## src/rtl/sat_exec_pkg.sv

```systemverilog
// Package: shared widths, operation codes and flag record for the
// saturating execute unit. Assumes a 32-bit datapath and 16-bit words.
package sat_exec_pkg;
    localparam int XLEN     = 32;
    localparam int HW_W     = 16;
    localparam int IDX_W    = 5;
    localparam int OPC_W    = 6;
    localparam int SIMM_W   = 5;

    localparam logic [OPC_W-1:0] OPC_ADD  = 6'b000110;
    localparam logic [OPC_W-1:0] OPC_ADDI = 6'b010001;
    localparam logic [OPC_W-1:0] OPC_SUB  = 6'b000101;
    localparam logic [OPC_W-1:0] OPC_SUBR = 6'b000100;
    localparam logic [OPC_W-1:0] OPC_SUBI = 6'b110011;

    typedef enum logic [2:0] {
        K_NONE, K_ADD, K_ADDI, K_SUB, K_SUBR, K_SUBI
    } op_kind_t;

    typedef struct packed {
        logic cy;
        logic ov;
        logic s;
        logic z;
        logic sat;
    } cond_t;
endpackage

```

## src/rtl/sat_exec_decode.sv

```systemverilog
// Decoder: splits the first word into fields, picks the operation kind and
// routes the minuend/addend pair. Assumes insn_hi is only meaningful for
// the long-constant subtract; all other kinds ignore it.
module sat_exec_decode
    import sat_exec_pkg::*;
#(
    parameter int W = XLEN
) (
    input  logic [HW_W-1:0]  insn_lo,
    input  logic [HW_W-1:0]  insn_hi,
    input  logic [W-1:0]     rs1_val,
    input  logic [W-1:0]     rs2_val,
    output logic             legal,
    output logic             is_sub,
    output logic [IDX_W-1:0] dest,
    output logic [W-1:0]     opx,
    output logic [W-1:0]     opy
);
    localparam int OPC_LSB = SIMM_W;
    localparam int IDX_LSB = SIMM_W + OPC_W;

    op_kind_t          kind;
    logic [OPC_W-1:0]  opc;
    logic [SIMM_W-1:0] fld;
    logic [W-1:0]      simm_ext;
    logic [W-1:0]      limm_ext;

    assign opc      = insn_lo[OPC_LSB +: OPC_W];
    assign fld      = insn_lo[SIMM_W-1:0];
    assign dest     = insn_lo[IDX_LSB +: IDX_W];
    assign simm_ext = {{(W-SIMM_W){fld[SIMM_W-1]}}, fld};
    assign limm_ext = {{(W-HW_W){insn_hi[HW_W-1]}}, insn_hi};

    // Map the operation code to a kind.
    always_comb begin
        unique case (opc)
            OPC_ADD:  kind = K_ADD;
            OPC_ADDI: kind = K_ADDI;
            OPC_SUB:  kind = K_SUB;
            OPC_SUBR: kind = K_SUBR;
            OPC_SUBI: kind = K_SUBI;
            default:  kind = K_NONE;
        endcase
    end

    // Route operands and direction for the chosen kind.
    always_comb begin
        legal  = 1'b1;
        is_sub = 1'b0;
        opx    = rs2_val;
        opy    = rs1_val;
        case (kind)
            K_ADD:  ;
            K_ADDI: opy = simm_ext;
            K_SUB:  is_sub = 1'b1;
            K_SUBR: begin is_sub = 1'b1; opx = rs1_val; opy = rs2_val; end
            K_SUBI: begin is_sub = 1'b1; opx = rs1_val; opy = limm_ext; end
            default: legal = 1'b0;
        endcase
    end
endmodule

```

## src/rtl/sat_exec_arith.sv

```systemverilog
// Arithmetic core: forms x+y or x-y, the unsigned carry/borrow, detects
// signed overflow and clamps toward the bound on the side of x's sign.
// Assumes two's complement operands of width W.
module sat_exec_arith #(
    parameter int W = 32
) (
    input  logic         is_sub,
    input  logic [W-1:0] x,
    input  logic [W-1:0] y,
    output logic [W-1:0] res,
    output logic         cy,
    output logic         ov
);
    localparam logic [W-1:0] POS_MAX = {1'b0, {(W-1){1'b1}}};
    localparam logic [W-1:0] NEG_MIN = {1'b1, {(W-1){1'b0}}};

    logic [W-1:0] y_eff;
    logic [W:0]   wide;
    logic [W-1:0] raw;

    // Unclamped sum, with subtract done as x + ~y + 1.
    always_comb begin
        y_eff = is_sub ? ~y : y;
        wide  = {1'b0, x} + {1'b0, y_eff} + {{W{1'b0}}, is_sub};
        raw   = wide[W-1:0];
    end

    // Overflow test, carry/borrow and clamp selection.
    always_comb begin
        ov  = (x[W-1] == y_eff[W-1]) && (raw[W-1] != x[W-1]);
        cy  = is_sub ? ~wide[W] : wide[W];
        res = ov ? (x[W-1] ? NEG_MIN : POS_MAX) : raw;
    end
endmodule

```

## src/rtl/sat_exec_unit.sv

```systemverilog
// Top: decode + arithmetic + write-back/condition registers. Results are
// registered on the edge that samples issue_valid. The sticky bit is only
// cleared by reset. Assumes the caller supplies register values matching
// the fields of insn_lo.
module sat_exec_unit
    import sat_exec_pkg::*;
(
    input  logic              clk,
    input  logic              rst_n,
    input  logic              issue_valid,
    input  logic [HW_W-1:0]   insn_lo,
    input  logic [HW_W-1:0]   insn_hi,
    input  logic [XLEN-1:0]   rs1_val,
    input  logic [XLEN-1:0]   rs2_val,
    output logic              wb_en,
    output logic [IDX_W-1:0]  wb_idx,
    output logic [XLEN-1:0]   wb_data,
    output logic              flag_cy,
    output logic              flag_ov,
    output logic              flag_s,
    output logic              flag_z,
    output logic              flag_sat
);
    logic             legal;
    logic             is_sub;
    logic [IDX_W-1:0] dest;
    logic [XLEN-1:0]  opx;
    logic [XLEN-1:0]  opy;
    logic [XLEN-1:0]  res;
    logic             cy_n;
    logic             ov_n;
    logic             fire;
    cond_t            cond_q;

    sat_exec_decode #(.W(XLEN)) u_dec (
        .insn_lo (insn_lo),
        .insn_hi (insn_hi),
        .rs1_val (rs1_val),
        .rs2_val (rs2_val),
        .legal   (legal),
        .is_sub  (is_sub),
        .dest    (dest),
        .opx     (opx),
        .opy     (opy)
    );

    sat_exec_arith #(.W(XLEN)) u_alu (
        .is_sub (is_sub),
        .x      (opx),
        .y      (opy),
        .res    (res),
        .cy     (cy_n),
        .ov     (ov_n)
    );

    assign fire = issue_valid && legal;

    // Write-back strobe: one cycle per accepted issue.
    always_ff @(posedge clk) begin
        if (!rst_n) wb_en <= 1'b0;
        else        wb_en <= fire;
    end

    // Result and destination hold until the next accepted issue.
    always_ff @(posedge clk) begin
        if (!rst_n) begin
            wb_idx  <= '0;
            wb_data <= '0;
        end else if (fire) begin
            wb_idx  <= dest;
            wb_data <= res;
        end
    end

    // Condition bits; saturation bit accumulates.
    always_ff @(posedge clk) begin
        if (!rst_n) begin
            cond_q <= '0;
        end else if (fire) begin
            cond_q.cy  <= cy_n;
            cond_q.ov  <= ov_n;
            cond_q.s   <= res[XLEN-1];
            cond_q.z   <= (res == '0);
            cond_q.sat <= cond_q.sat | ov_n;
        end
    end

    assign flag_cy  = cond_q.cy;
    assign flag_ov  = cond_q.ov;
    assign flag_s   = cond_q.s;
    assign flag_z   = cond_q.z;
    assign flag_sat = cond_q.sat;
endmodule

```

## config.mk

```make
export PLATFORM = sky130hd
export DESIGN_NAME = sat_exec_unit
export DESIGN_NICKNAME = d
export VERILOG_FILES = /design/src/rtl/sat_exec_pkg.sv /design/src/rtl/sat_exec_decode.sv /design/src/rtl/sat_exec_arith.sv /design/src/rtl/sat_exec_unit.sv
export SDC_FILE = /design/constraint.sdc
export NUM_CORES = 1
export LEC_CHECK = 0
export ABC_CLOCK_PERIOD_IN_PS = 4960
export BUFFER_PORTS_ARGS = -buffer_cell sky130_fd_sc_hd__buf_2
export CORE_ASPECT_RATIO = 0.7
export CORE_MARGIN = 2
export CORE_UTILIZATION = 50
export DETAILED_ROUTE_END_ITERATION = 8
export GPL_TIMING_DRIVEN = 0
export PLACE_DENSITY = 0.83
export SKIP_CTS_REPAIR_TIMING = 1
export SLEW_MARGIN = 10
export SYNTH_ARGS = -nofsm -noshare
export SYNTH_HDL_FRONTEND = slang
export SYNTH_HIERARCHICAL = 1
export SYNTH_SLANG_ARGS = --single-unit
```

## constraint.sdc

```tcl
create_clock -name clk -period 4.96 [get_ports clk]
set_input_delay 0.496 -clock clk [delete_from_list [all_inputs] [get_ports clk]]
set_output_delay 0.496 -clock clk [all_outputs]
set_load 0.02 [all_outputs]
```

* Word level (Yosys, flattened, before mapping) *
Index checks and enable logic that the tools add are counted.

operators by class
  add/subtract/negate cells = 2
  bitwise logic cells = 3
  equality and inequality tests = 12
  reduce and logical (&&, ||, !) cells = 6
  multiplexer cells = 9

operators with widths
  operator                                                         count
  32-bit two-way mux                                               4
  32-bit one-hot mux with 3 select lines                           1
  32-bit by 32-bit adder with 33-bit output                        1
  33-bit by 1-bit adder with 33-bit output                         1
  32-bit logical NOT                                               1
  32-bit inverter                                                  1
  6-bit by 3-bit == test with 1-bit output, second input constant  3
  3-bit one-hot mux with 5 select lines                            1
  3-bit by 2-bit == test with 1-bit output, second input constant  2
  3-bit == test, second input constant                             2
  6-bit by 5-bit == test with 1-bit output, second input constant  1
  6-bit == test, second input constant                             1
  5-bit OR reduction                                               1
  3-bit by 1-bit == test with 1-bit output, second input constant  1
  1-bit two-way mux                                                3
  3-bit OR reduction                                               1
  1-bit logical AND                                                2
  2-bit OR reduction                                               1
  1-bit == test                                                    1
  1-bit != test                                                    1
  1-bit inverter                                                   1
  1-bit OR                                                         1

word-level totals
  logic and storage cells = 40
  input bits = 99
  flip-flop bits (word level) = 43

* Longest topological paths before layout *
Gate-level depths: netlist of run 1.

  word-level depth = 12
  gate-level depth with buffers = 23
  depth with buffers taken out = 18

* Hierarchy *
Netlist of run 1, hierarchy kept.

by module, submodules not included
  module           area an instance (um2)  times used  cells an instance
  sat_exec_arith   2397.3                  1           324
  sat_exec_unit    1641.6                  1           191
  sat_exec_decode  1251.2                  1           147

* Least setup slack after synthesis of run 1 *
OpenSTA, ideal clock, no wires.

  path kind = input -> register
  start = in insn_lo[8]
  end = reg cond_q, in the netlist flag_z
  data arrival time = 4.239 ns
  buffers on the path = 4
  data required time = 4.877 ns
  setup slack = 0.638 ns
  stages = 20
  cells stage by stage = buf_6 -> nor3_4 -> nand4_1 -> a211oi_4 -> buf_6 -> a2bb2oi_1 -> xor2_1 -> ha_1 -> buf_4 -> nand3_2 -> nor2b_1 -> o221ai_1 -> o22ai_1 -> o21a_2 -> nor3_4 -> buf_6 -> o21ai_0 -> nor4_1 -> nand4_1 -> o31ai_4

on the way
  word-level cells in the longest chain between the ends = 12

RTL lines
  what                                                                              RTL line               source
  start, declared                                                                   sat_exec_unit.sv:11    input logic [HW_W-1:0] insn_lo,
  6-bit == test, or another cell as far along                                       sat_exec_decode.sv:36  unique case (opc)
  3-bit one-hot mux with 5 select lines *                                           sat_exec_decode.sv:36
  3-bit == test / 3-bit by 2-bit == test with 1-bit output (equally long branches)  sat_exec_decode.sv:52  case (kind)
  32-bit one-hot mux with 3 select lines *                                          sat_exec_decode.sv:52
  net opy[24]                                                                       sat_exec_unit.sv:28    logic [XLEN-1:0] opy;
  32-bit inverter                                                                   sat_exec_arith.sv:23   y_eff = is_sub ? ~y : y;
  32-bit two-way mux *                                                              sat_exec_arith.sv:23
  32-bit by 32-bit adder with 33-bit output *                                       sat_exec_arith.sv:24   wide = {1'b0, x} + {1'b0, y_eff} + {{W{1'b0}}, is_sub};
  33-bit by 1-bit adder with 33-bit output *                                        sat_exec_arith.sv:24
  1-bit != test *                                                                   sat_exec_arith.sv:30   ov = (x[W-1] == y_eff[W-1]) && (raw[W-1] != x[W-1]);
  1-bit logical AND *                                                               sat_exec_arith.sv:30
  32-bit two-way mux *                                                              sat_exec_arith.sv:32   res = ov ? (x[W-1] ? NEG_MIN : POS_MAX) : raw;
  net res[16]                                                                       sat_exec_unit.sv:29    logic [XLEN-1:0] res;
  32-bit logical NOT *                                                              sat_exec_unit.sv:83    cond_q.z <= (res == '0);
  end, declared                                                                     sat_exec_unit.sv:33    cond_t cond_q;

The timed path passes the listed nets; every way through them passes the cells marked *.
A chain may end at the register's enable or synchronous reset.

* Worst setup path in the final report of run 1 *
  start = in insn_lo[7]
  end = reg cond_q, in the netlist flag_z

The elaborated chain is that of the path after synthesis.

==> flow_summary.ini, run 1 <==
[outcome]
status = finished, final reports clean

[final_layout]
antenna_cells = 0
nNetsFinal = 937
fin_util = 0.619
drive_above_1_share = 0.322
areaGrowthSynthToFinish_pct = 20.8

[worst_setup_path]
cp.arrival_ns = 4.92
critical_path_class = input pin to flop
cp_max_fo = 10
cp_common_cell = o21ai_1
critPathCaptureType = flop
start_kind = input pin
critical_path.max_stage_delay_ns = 0.42
slowest_stage = a311o_1
path_buf_inv = 3
critPathTopFamily = simple AND/OR/NAND/NOR gates
crit_chain = buf_2 -> and2b_4 -> nand3_1 -> clkbuf_2 -> a311o_1 -> xor2_1 -> ha_1 -> and3_1 -> and2_1 -> o21ai_1 -> o21ai_2 -> a211oi_4 -> o21a_2 -> nor3_4 -> buf_6 -> o21ai_1 -> nor4_2 -> nand4_1 -> o31ai_4
required_ns = 5.17

[placement]
dp_hpwl_um = 11900
place_ws_ns = -0.257
gp_congestion = 0.923
port_buffers = 135

[die]
ios = 142
die_h_um = 90.1
start_util = 0.513
core_area_mm2 = 0.0103
die_w_um = 127
rows = 31
dieArea_mm2 = 0.0114

[power]
ir_drop_mv = 0.159
p_leak_nw = 2.82
pwr_density_cell_mw_per_mm2 = 230

[global_route]
grt_pass1_vias = 4998
use_met1 = 0.366
gr-max-usage-layer = met2
grt_max_degree = 13
track_usage = 0.254
gr-usage-met2 = 0.405
grt_antenna_before_repair = 0
grt_overflow = 0
grtUsageMet3 = 0.0387
grt_first_pass_wirelength_um = 24100

[yosys]
synth_cell_type_count = 74
async_flop_share = 0
ys_seq_elements = 42
synth_fp_nets = 793
synth_flop_cell = dfxtp_1
mappedNetlistArea_mm2 = 0.00529
synth_cells = 662
yosysWarnings = 6
seq_area_frac_synth = 0.159
synth_edf_count = 0
syn_area_per_cell_um2 = 7.99

[clocking]
path_clk_slew_ns = 0.06
cts_tree = yes
cts-buffers-inserted = 5
clockRootBuffer = clkbuf_16
cts_sinks = 42
clock_latency_ns = 0.29
htreeDepth = 2
clk_path_buf_depth = 2

[timing]
worst_slack_ns = 0.246
slew_viol_final = 0
min_period_over_period = 0.950
min_period_ns = 4.71
fin_tns_setup_ns = 0
worstMarginPinSlew_ns = 0.552
fmax_mhz = 212
finalClockSkew_ns = 0
finalSetupViolCount = 0
slew_headroom = 0.630
hold_violations = 0

[routing]
drcViolationCount = 0
vias = 5465
drt_pass1_iterations = 5
ant_nets = 0
routed_via_density = 5.82
wl_um = 14800
drt-wirelength-per-cell_um = 15.8
drt_iter0_drc = 458

[job]
cap_violations = 0

[hold_path]
hold_path_class = flop to flop
[cells in the final DEF (no fill, tap or decap), drive strengths merged, types with 8 or more instances in the layout]
cell type / count
nor3: 11
a21oi: 41
ha: 31
nor4: 13
a311o: 10
a21o: 15
a21boi: 40
nand4: 14
clkbuf: 22
xor2: 42
a2bb2oi: 18
o21ai: 42
xnor2: 15
mux2: 32
inv: 15
nand2: 117
a22o: 10
buf: 173
dfxtp: 42
nor2b: 8
nor2: 16
[synth_stat cells (all sizes together) (2+ instances only)]
| library cell | count | area share |
|---|---|---|
| nand3 | 7 | 0.0076 |
| a21o | 15 | 0.021 |
| nor4 | 13 | 0.015 |
| a31oi | 4 | 0.0076 |
| a21oi | 41 | 0.040 |
| a22oi | 2 | 0.0054 |
| nor2 | 16 | 0.014 |
| a21boi | 40 | 0.057 |
| buf | 36 | 0.059 |
| a211oi | 5 | 0.012 |
| o221ai | 2 | 0.0033 |
| o21a | 4 | 0.0073 |
| o21ai | 42 | 0.041 |
| nor3b | 2 | 0.0038 |
| nand4 | 14 | 0.017 |
| ha | 31 | 0.073 |
| xnor2 | 15 | 0.025 |
| o21bai | 7 | 0.0099 |
| and3 | 5 | 0.0069 |
| xor2 | 42 | 0.070 |
| a22o | 10 | 0.017 |
| a222oi | 4 | 0.0076 |
| nor2b | 8 | 0.0095 |
| o31ai | 6 | 0.016 |
| inv | 15 | 0.011 |
| mux2 | 32 | 0.068 |
| nand2 | 117 | 0.084 |
| a311o | 10 | 0.019 |
| and2 | 4 | 0.0047 |
| o2111ai | 3 | 0.0095 |
| nand2b | 4 | 0.0047 |
| dfxtp | 42 | 0.16 |
| nor3 | 11 | 0.016 |
| clkbuf | 15 | 0.011 |
| a2bb2oi | 18 | 0.030 |
| o211ai | 6 | 0.0095 |
[worst reg2reg max path, stage by stage (launching register included)]
cell	delay [ns]
dfxtp_1	0.34
nand2_1	0.05
a21boi_0	0.18
[routing by layer]
metal  share of wire  wire [um]
met2            0.45       6620
met1            0.48       7140
met4          0.0090        133
met3           0.064        947
met5               0          0
[through the flow]
stage	total power [W]	hold slack [ns]	instances	instance area, um^2
3_3_place_gp	0.00106	0.449	929	6130
2_1_floorplan	0.000898	0.539	662	5290
6_report	0.00147	0.459	939	6390
5_1_grt	0.00157	0.474	939	6390
4_1_cts	0.00144	0.461	937	6290
3_5_place_dp	0.00107	0.455	929	6130
[logic make-up after synthesis]
kind of cell,share of synthesized area
and+or+nand+nor,0.192
AOI/OAI and AO/OA,0.327
buffers and inverters,0.0802
adders and majority gates,0.0771
muxes,0.0707
xor gates and xnor gates,0.0944
DFF,0.159
[flip-flops by register name (all words and copies together) (netlist names)]
register,cells
flag_cy,1
wb_en,1
wb_data,32
wb_idx,5
flag_sat,1
flag_z,1
flag_ov,1
[cell type report]
| class | instances | area, um^2 |
|---|---|---|
| timing repair buffer | 137 | 691 |
| clock buffer | 7 | 133 |
| clock inverter | 1 | 30.0 |
| multi-input combinational | 554 | 4100 |
| inverter | 15 | 56.3 |
| tap | 132 | 165 |
| sequential | 42 | 841 |
| buffer | 51 | 375 |
| fill | 935 | 3930 |
[power breakdown]
part           total [W]  switching, W  internal (W)
Combinational   0.000756      0.000438      0.000319
Sequential      0.000350    0.00000399      0.000346
Clock           0.000363      0.000126      0.000238
Total            0.00147      0.000567      0.000902
[path summary, 6_finish.rpt]
path | start | to | slack (ns) | cells after the start
max | insn_lo[7] | flag_z | 0.25 | 19
max reg2reg | wb_data[7] | wb_data[7] | 4.31 | 2
min reg2reg | flag_cy | flag_cy | 0.46 | 2
min | flag_cy | flag_cy | 0.46 | 2
Power figures use the tool's default switching activity.
==> run 2, diff against run 1 <==
- ABC_CLOCK_PERIOD_IN_PS: 4960 -> 5550
- SLEW_MARGIN: 10 -> 20
- clock period: 4.96 -> 5.55 ns (I/O delays scaled with it)
==> flow_summary.ini, run 2 (synthesis results as in run 1) <==
[worst_setup_path]
start_kind = input pin
critical_path_class = input pin to flop
critPathCaptureType = flop
cp.arrival_ns = 5.42
required_ns = 5.76
cp_max_fo = 10

[routing]
routed_via_density = 5.80
drt-wirelength-per-cell_um = 15.6
drt_iter0_drc = 405
ant_nets = 0
drt_pass1_iterations = 4
wl_um = 14600
drcViolationCount = 0
vias = 5437

[final_layout]
reg_top3 = wb_data (32), wb_idx (5)
fillers = 944
antenna_cells = 0
drive_above_1_share = 0.299
top_register = wb_data
mostFrequentLayoutCell = buf_2
fin_area_mm2 = 0.00629
final_cell_mix = 143 x buf_2, 116 x nand2_1, 42 x dfxtp_1, 42 x xor2_1, 40 x a21boi_0
largest_reg_flops = 32
stdcell_count = 937
nNetsFinal = 935
areaGrowthSynthToFinish_pct = 19.0

[timing]
fmax_mhz = 192
hold_violations = 0
min_period_ns = 5.21
grt_setup_unrepaired = false
finalSetupViolCount = 0
slew_headroom = 0.407
slew_viol_final = 0
fin_tns_setup_ns = 0
worstMarginPinSlew_ns = 0.890
min_period_over_period = 0.939
finalClockSkew_ns = 0

[outcome]
status = finished, final reports clean

[placement]
place_area_mm2 = 0.00613
port_buffers = 135
gp_congestion = 0.923
dp_hpwl_um = 11900
dp.cells = 929

[global_route]
grt_antenna_before_repair = 0
track_usage = 0.254
grt_pass1_vias = 4998
grt_max_degree = 13
grt_overflow = 0
grt_first_pass_wirelength_um = 24100

[die]
die_h_um = 90.1
die_w_um = 127
ios = 142
rows = 31
start_util = 0.513
core_area_mm2 = 0.0103
dieArea_mm2 = 0.0114

[clocking]
path_clk_slew_ns = 0.06
clk_path_buf_depth = 2
cts_tree = yes
clock_latency_ns = 0.29
clockRootBuffer = clkbuf_16
htreeDepth = 2
cts-buffers-inserted = 5
cts_sinks = 42

[power]
pwr_density_cell_mw_per_mm2 = 204
ir_drop_mv = 0.136
p_leak_nw = 2.78

[hold_path]
hold_path_class = flop to flop

[job]
cap_violations = 0
==> run 2: changes by cell type in the layout (fill, tap and decap cells not counted), sizes merged <==
cell and change:
buf -2
==> run 2: final timing paths <==
path,cells past startpoint,slack (ns),endpoint,from
worst min register to register,2,0.46,wb_data[24],wb_data[24]
worst min-delay path,2,0.46,wb_data[24],wb_data[24]
worst max register to register,2,4.91,wb_data[10],wb_data[10]
worst max-delay path,19,0.34,flag_z,insn_lo[7]
==> run 2: metrics by stage <==
step	setup WS, ns	hold WS (ns)	power (W)	utilization
floorplan	1.17	0.539	0.000802	-
global route	0.00641	0.483	0.00138	0.610
global placement	0.313	0.449	0.000948	0.594
finish	0.341	0.459	0.00128	0.610
CTS	0.547	0.463	0.00128	0.610
detailed placement	0.274	0.455	0.000954	0.594
==> run 2: where the power goes <==
| part | internal, W | total [W] | switching (W) |
|---|---|---|---|
| sequential | 0.000309 | 0.000313 | 0.00000356 |
| combinational | 0.000275 | 0.000648 | 0.000374 |
| clock | 0.000212 | 0.000324 | 0.000111 |
| total | 0.000796 | 0.00128 | 0.000488 |
==> run 2: cell type report <==
class	instances	area [um^2]	area share
plain buffers	51	369	0.0586
inverters	15	56.3	0.00894
clock inverters	1	30.0	0.00477
multi-input cells	554	4030	0.639
well taps	132	165	0.0262
clock buffers	7	133	0.0211
repair buffers	135	676	0.107
flip-flops and latches	42	841	0.134
==> run 2: critical path, stage by stage <==
cell and delay [ns]:
buf_2 0.11, and2b_4 0.30, nand2_1 0.09, a21oi_1 0.16
buf_6 0.15, clkbuf_1 0.67, xor2_1 0.15, ha_1 0.40
a21o_1 0.20, a21oi_1 0.34, o221ai_1 0.29, o22ai_1 0.36
nor3_2 0.09, nor3_4 0.35, buf_6 0.23, o21ai_1 0.12
nor4_1 0.32, nand4_1 0.28, o31ai_4 0.22
==> run 2: metal layers <==
metal	global-route usage	vias up	routed length, um
met2	0.405	189	6460
met1	0.366	2520	7020
met5	0	-	0
met3	0.0387	18	968
li1	-	2710	-
met4	0.0449	0	163
